==> src/rtl/brc_pkg.sv <==
package brc_pkg;

    // Width of the instruction fetch address and the hard-wired boot vector.
    localparam int          ADDR_W   = 20;
    localparam logic [19:0] BOOT_VEC = 20'hFFFF0;

    // Sequencer states; the all-zero code is a parked state that does
    // nothing until the first qualified reset arrives.
    typedef enum logic [1:0] {
        BOOT_IDLE = 2'd0,
        BOOT_HOLD = 2'd1,
        BOOT_WAIT = 2'd2,
        BOOT_RUN  = 2'd3
    } boot_st_e;

    // First-fetch request bundle.
    typedef struct packed {
        logic              go;
        logic [ADDR_W-1:0] addr;
    } fetch_req_t;

    // Counter width able to hold values 0..limit.
    function automatic int cnt_width(input int limit);
        return (limit < 1) ? 1 : $clog2(limit + 1);
    endfunction

endpackage

==> src/rtl/brc_sync.sv <==
module brc_sync #(
    parameter int STAGES = 2
) (
    input  logic clk,
    input  logic rst_in_n,
    output logic rst_req
);

    localparam int NS = (STAGES < 2) ? 2 : STAGES;

    logic [NS-1:0] sync_q;

    // Chain of plain flops; the inverted pad level enters stage 0.
    always_ff @(posedge clk) begin
        sync_q <= {sync_q[NS-2:0], ~rst_in_n};
    end

    assign rst_req = sync_q[NS-1];

endmodule

==> src/rtl/brc_qual.sv <==
module brc_qual #(
    parameter int QUAL_CYCLES = 5
) (
    input  logic clk,
    input  logic rst_req,
    output logic qual_lvl
);

    import brc_pkg::*;

    localparam int CW               = cnt_width(QUAL_CYCLES);
    localparam logic [CW-1:0] LAST  = CW'(QUAL_CYCLES - 1);

    logic [CW-1:0] run_cnt;

    // Count consecutive synchronized reset samples, saturating at LAST.
    always_ff @(posedge clk) begin
        if (!rst_req) begin
            run_cnt  <= '0;
            qual_lvl <= 1'b0;
        end else begin
            if (run_cnt != LAST) begin
                run_cnt <= run_cnt + 1'b1;
            end
            qual_lvl <= (run_cnt == LAST);
        end
    end

    AST_SHORT_IGNORED: assert property (@(posedge clk)
        !rst_req |=> !qual_lvl);
    AST_QUAL_NEEDS_REQ: assert property (@(posedge clk)
        $rose(qual_lvl) |-> $past(rst_req));

endmodule

==> src/rtl/brc_release.sv <==
module brc_release #(
    parameter int STAGES = 2
) (
    input  logic clk,
    input  logic qual_lvl,
    output logic core_rst
);

    localparam int NS = (STAGES < 2) ? 2 : STAGES;

    logic [NS-1:0] rel_q;

    // Assertion loads all stages at once; release drains them one per edge.
    always_ff @(posedge clk) begin
        if (qual_lvl) begin
            rel_q <= '1;
        end else begin
            rel_q <= {rel_q[NS-2:0], 1'b0};
        end
    end

    assign core_rst = rel_q[NS-1];

    AST_ASSERT_FOLLOWS: assert property (@(posedge clk)
        qual_lvl |=> core_rst);
    AST_RELEASE_HELD: assert property (@(posedge clk)
        $fell(qual_lvl) |=> core_rst);

endmodule

==> src/rtl/brc_boot.sv <==
module brc_boot #(
    parameter int DELAY    = 7,
    parameter int UPADDR_W = 3,
    parameter int BUSCTL_W = 3
) (
    input  logic                    clk,
    input  logic                    core_rst,
    output brc_pkg::fetch_req_t     fetch,
    output logic [UPADDR_W-1:0]     upaddr_norm,
    output logic [BUSCTL_W-1:0]     busctl_norm
);

    import brc_pkg::*;

    localparam int DW               = cnt_width(DELAY);
    localparam logic [DW-1:0] FIRE  = DW'((DELAY < 1) ? 0 : DELAY - 1);
    localparam bit   SHORT          = (DELAY <= 1);

    boot_st_e      st;
    logic [DW-1:0] dly_cnt;

    always_ff @(posedge clk) begin
        if (core_rst) begin
            st          <= BOOT_HOLD;
            dly_cnt     <= '0;
            fetch       <= '0;
            upaddr_norm <= '1;
            busctl_norm <= '1;
        end else begin
            case (st)
                BOOT_IDLE: begin
                    fetch.go <= 1'b0;
                end
                BOOT_HOLD: begin
                    // First edge after release.
                    if (SHORT) begin
                        fetch.go   <= 1'b1;
                        fetch.addr <= BOOT_VEC;
                        st         <= BOOT_RUN;
                    end else begin
                        dly_cnt <= DW'(1);
                        st      <= BOOT_WAIT;
                    end
                end
                BOOT_WAIT: begin
                    if (dly_cnt == FIRE) begin
                        fetch.go   <= 1'b1;
                        fetch.addr <= BOOT_VEC;
                        st         <= BOOT_RUN;
                    end else begin
                        dly_cnt <= dly_cnt + 1'b1;
                    end
                end
                BOOT_RUN: begin
                    fetch.go <= 1'b0;
                end
                default: begin
                    fetch.go <= 1'b0;
                    st       <= BOOT_IDLE;
                end
            endcase
        end
    end

    AST_RST_QUIET: assert property (@(posedge clk)
        core_rst |=> (!fetch.go && fetch.addr == '0));
    AST_FETCH_PULSE: assert property (@(posedge clk) disable iff (core_rst)
        fetch.go |=> !fetch.go);
    AST_FETCH_VECTOR: assert property (@(posedge clk) disable iff (core_rst)
        fetch.go |-> fetch.addr == BOOT_VEC);
    AST_FETCH_ONCE: assert property (@(posedge clk) disable iff (core_rst)
        (!fetch.go && fetch.addr == BOOT_VEC) |=> !fetch.go);
    AST_PINS_NORMAL: assert property (@(posedge clk) disable iff (core_rst)
        fetch.go |-> (&upaddr_norm && &busctl_norm));

endmodule

==> src/rtl/boot_reset_ctrl.sv <==
module boot_reset_ctrl #(
    parameter int SYNC_STAGES = 2,
    parameter int QUAL_CYCLES = 5,
    parameter int REL_STAGES  = 2,
    parameter int FETCH_DELAY = 7,
    parameter int UPADDR_W    = 3,
    parameter int BUSCTL_W    = 3
) (
    input  logic                       clk,
    input  logic                       rst_in_n,
    output logic                       core_rst,
    output logic                       fetch_go,
    output logic [brc_pkg::ADDR_W-1:0] fetch_addr,
    output logic [UPADDR_W-1:0]        upaddr_norm,
    output logic [BUSCTL_W-1:0]        busctl_norm
);

    import brc_pkg::*;

    logic       rst_req;
    logic       qual_lvl;
    fetch_req_t fetch;

    brc_sync #(.STAGES(SYNC_STAGES)) i_sync (
        .clk      (clk),
        .rst_in_n (rst_in_n),
        .rst_req  (rst_req)
    );

    brc_qual #(.QUAL_CYCLES(QUAL_CYCLES)) i_qual (
        .clk      (clk),
        .rst_req  (rst_req),
        .qual_lvl (qual_lvl)
    );

    brc_release #(.STAGES(REL_STAGES)) i_release (
        .clk      (clk),
        .qual_lvl (qual_lvl),
        .core_rst (core_rst)
    );

    brc_boot #(
        .DELAY    (FETCH_DELAY),
        .UPADDR_W (UPADDR_W),
        .BUSCTL_W (BUSCTL_W)
    ) i_boot (
        .clk         (clk),
        .core_rst    (core_rst),
        .fetch       (fetch),
        .upaddr_norm (upaddr_norm),
        .busctl_norm (busctl_norm)
    );

    assign fetch_go   = fetch.go;
    assign fetch_addr = fetch.addr;

endmodule

==> config.mk <==
export PLATFORM = sky130hd
export DESIGN_NAME = boot_reset_ctrl
export DESIGN_NICKNAME = d
export VERILOG_FILES = /design/src/rtl/brc_pkg.sv /design/src/rtl/brc_sync.sv /design/src/rtl/brc_qual.sv /design/src/rtl/brc_release.sv /design/src/rtl/brc_boot.sv /design/src/rtl/boot_reset_ctrl.sv
export SDC_FILE = /design/constraint.sdc
export NUM_CORES = 1
export LEC_CHECK = 0
export ABC_AREA = 1
export ABC_CLOCK_PERIOD_IN_PS = 3000
export BUFFER_PORTS_ARGS = -buffer_cell sky130_fd_sc_hd__buf_2
export CORE_MARGIN = 2
export CORE_UTILIZATION = 35
export DETAILED_ROUTE_END_ITERATION = 16
export GPL_TIMING_DRIVEN = 0
export SYNTH_ARGS = -nofsm -noshare
export SYNTH_HDL_FRONTEND = slang
export SYNTH_SLANG_ARGS = --single-unit
export TNS_END_PERCENT = 20
==> constraint.sdc <==
create_clock -name clk -period 3 [get_ports clk]
set_input_delay 0.15 -clock clk [delete_from_list [all_inputs] [get_ports clk]]
set_output_delay 0.15 -clock clk [all_outputs]
set_load 0.01 [all_outputs]
==> results.sh <==
export IMPL_diodes=0
export IMPL_routed_wl_um=1160
export IMPL_crit_type="reg -> out"
export IMPL_synth_cell_types=20
export IMPL_fin_setup_tns_ns=0
export IMPL_fin_crit_ns=1.37
export IMPL_grt_max_degree=18
export IMPL_setup_viol=0
export IMPL_path_buf_inv=2
export IMPL_core_area_mm2=0.00217
export IMPL_ir_drop_v=0.000536
export IMPL_dieWidth_um=51.4
export IMPL_arrival_ns=1.22
export IMPL_rsz0062_at_grt="false"
export IMPL_clk_pin_slew_ns=0.09
export IMPL_seq_area_frac_synth=0.382
export IMPL_fin_area_um2=982
export IMPL_ant_nets=0
export IMPL_num_vias=575
export IMPL_final_net_count=134
export IMPL_hold_viol=0
export IMPL_wl_per_cell_um=7.59
export IMPL_synth_seq_cells=15
export IMPL_drive_gt1_frac=0.400
export IMPL_post_cts_buffers=0
export IMPL_dp_hpwl_um=895
export IMPL_start_util=0.362
export IMPL_p_leak_nw=0.567
export IMPL_end_kind="output port"
export IMPL_netlist_area_um2=786
export IMPL_ios=30
export IMPL_fmax_ghz=0.729
export IMPL_grt_overflow=0
export IMPL_fin_worst_skew_ns=0.00551
export IMPL_placementRows=17
export IMPL_hp_class="reg -> reg"
export IMPL_globalRouteTotalUtil=0.0912
export IMPL_required_ns=2.85
export IMPL_critPathTopFamily="flip-flops"
export IMPL_drv_slew=0
export IMPL_slowest_stage="dfxtp_1"
export IMPL_syn_to_final_growth_pct=25.0
export IMPL_die_h_um=51.4
export IMPL_cts_root_buf="clkbuf_4"
export IMPL_drt_iter0_drc=1
export IMPL_ctsResizeCount=0
export IMPL_cts_tree="yes"
export IMPL_start_kind="flop"
export IMPL_min_period_over_period=0.457
export IMPL_yosysWarnings=0
export IMPL_antenna_found_initial=0
export IMPL_power_density_mw_per_mm2=897
export IMPL_cts_htree_levels=1
export IMPL_cp_max_fo=17
export IMPL_grt_pass1_wl_um=1710
export IMPL_syn_inst=93
export IMPL_maxCapViolations=0
export IMPL_die_area_mm2=0.00264
export IMPL_cts_made_buffers=3
export IMPL_finalWeightedCongestion=0.784
export IMPL_path_cells="buf_4, buf_2"
export IMPL_placed_area_um2=946
export IMPL_slowest_delay_ns=0.64
export IMPL_insertion_delay_ns=0.28
export IMPL_io_buffers=19
export IMPL_status="finished clean"
export IMPL_grt_pass1_vias=413
export IMPL_syn_area_per_cell_um2=8.45
export IMPL_routed_via_density=3.76
export IMPL_cts_path_max_buffers=2
export IMPL_clock_sinks=15
export IMPL_drt_first_pass_iters=3
export IMPL_drc_errors=0
[synthesized netlist by cell type]
cell	instances	area, µm²
buf_4	25	188
dfxtp_1	15	300
inv_1	13	48.8
nand2_1	7	26.3
ha_1	6	75.1
a21oi_1	5	25.0
nor2_1	4	15.0
nand3_1	3	15.0
o21ai_0	3	15.0
conb_1	2	7.51
a21boi_0	1	7.51
a21oi_2	1	8.76
a31oi_1	1	6.26
nand2_2	1	6.26
nand3b_1	1	7.51
nand4_1	1	6.26
o21a_1	1	7.51
o21ai_1	1	5.00
or2_2	1	6.26
xnor2_1	1	8.76
[metal layers]
metal	track usage	vias up	wire length (µm)
li1	-	318	-
met1	0.101	244	519
met2	0.141	13	569
met3	0.0526	0	72
met4	0.0395	0	0
met5	0	-	0
[per-stage QoR]
step                hold slack (ns)  worst slack, ns  utilization  instances  power [W]
floorplan                     0.207             1.95            -        101   0.000657
global route                  0.338             1.51        0.453        153   0.000964
CTS                           0.330             1.60        0.453        153   0.000895
detailed placement            0.300             1.83        0.436        148   0.000773
global placement              0.302             1.85        0.436        148   0.000758
finish                        0.328             1.63        0.453        153   0.000881
[cell type report]
type,instances,area (µm²)
Buffer,25,188
Clock buffer,4,26.3
Fill cell,229,1190
Inverter,13,48.8
Multi-Input combinational cell,48,279
Sequential cell,15,300
Tap cell,28,35.0
Timing Repair Buffer,20,105
[final timing paths]
check | start | to | slack [ns] | cells past startpoint
max | i_boot.fetch[4] | fetch_addr[6] | 1.63 | 2
min | i_sync.sync_q[0] | i_sync.sync_q[1] | 0.33 | 0
max reg2reg | i_boot.st[0] | i_boot.dly_cnt[2] | 1.81 | 7
min reg2reg | i_sync.sync_q[0] | i_sync.sync_q[1] | 0.33 | 0
[timing repair]
action,CTS,global route
endpoints found under the hold margin,1,0
endpoints found under the setup margin,0,0
hold buffers,1,0
[cell families after synthesis]
kind of cell / Yosys count / share of synthesized area
other: 2 / 0.00956
XOR/XNOR: 1 / 0.0111
AND/OR/NAND/NOR: 18 / 0.105
adder cells (fa/ha/maj): 6 / 0.0955
flip-flops: 15 / 0.382
AO/OA/AOI/OAI: 13 / 0.0955
buffers and inverters: 38 / 0.301
[report_power, final]
| group | internal, W | switching (W) | total, W | leakage (nW) |
|---|---|---|---|---|
| sequential | 0.000270 | 0.0000621 | 0.000332 | 0.124 |
| clock | 0.0000516 | 0.0000619 | 0.000114 | 0.0150 |
| combinational | 0.000229 | 0.000206 | 0.000435 | 0.428 |
| total | 0.000551 | 0.000330 | 0.000881 | 0.567 |
[layout by cell type (no fill, tap or decap), drive strengths merged, types with 3 or more instances in the layout]
cell type  Yosys  routed
nand3          3       3
a21oi          6       6
clkbuf         0       4
conb           2      10
inv           13      13
ha             6       6
o21ai          4       4
buf           25      44
dfxtp         15      15
nand2          8       8
nor2           4       4
[flip-flops by register name (all words and copies together), names as in the netlist]
register and count:
i_qual.qual_lvl 1, i_boot.fetch 2, i_sync.sync_q 2, i_qual.run_cnt 3
i_boot.st 2, i_boot.dly_cnt 3, i_release.rel_q 2
(Power assumes the default switching activity.)
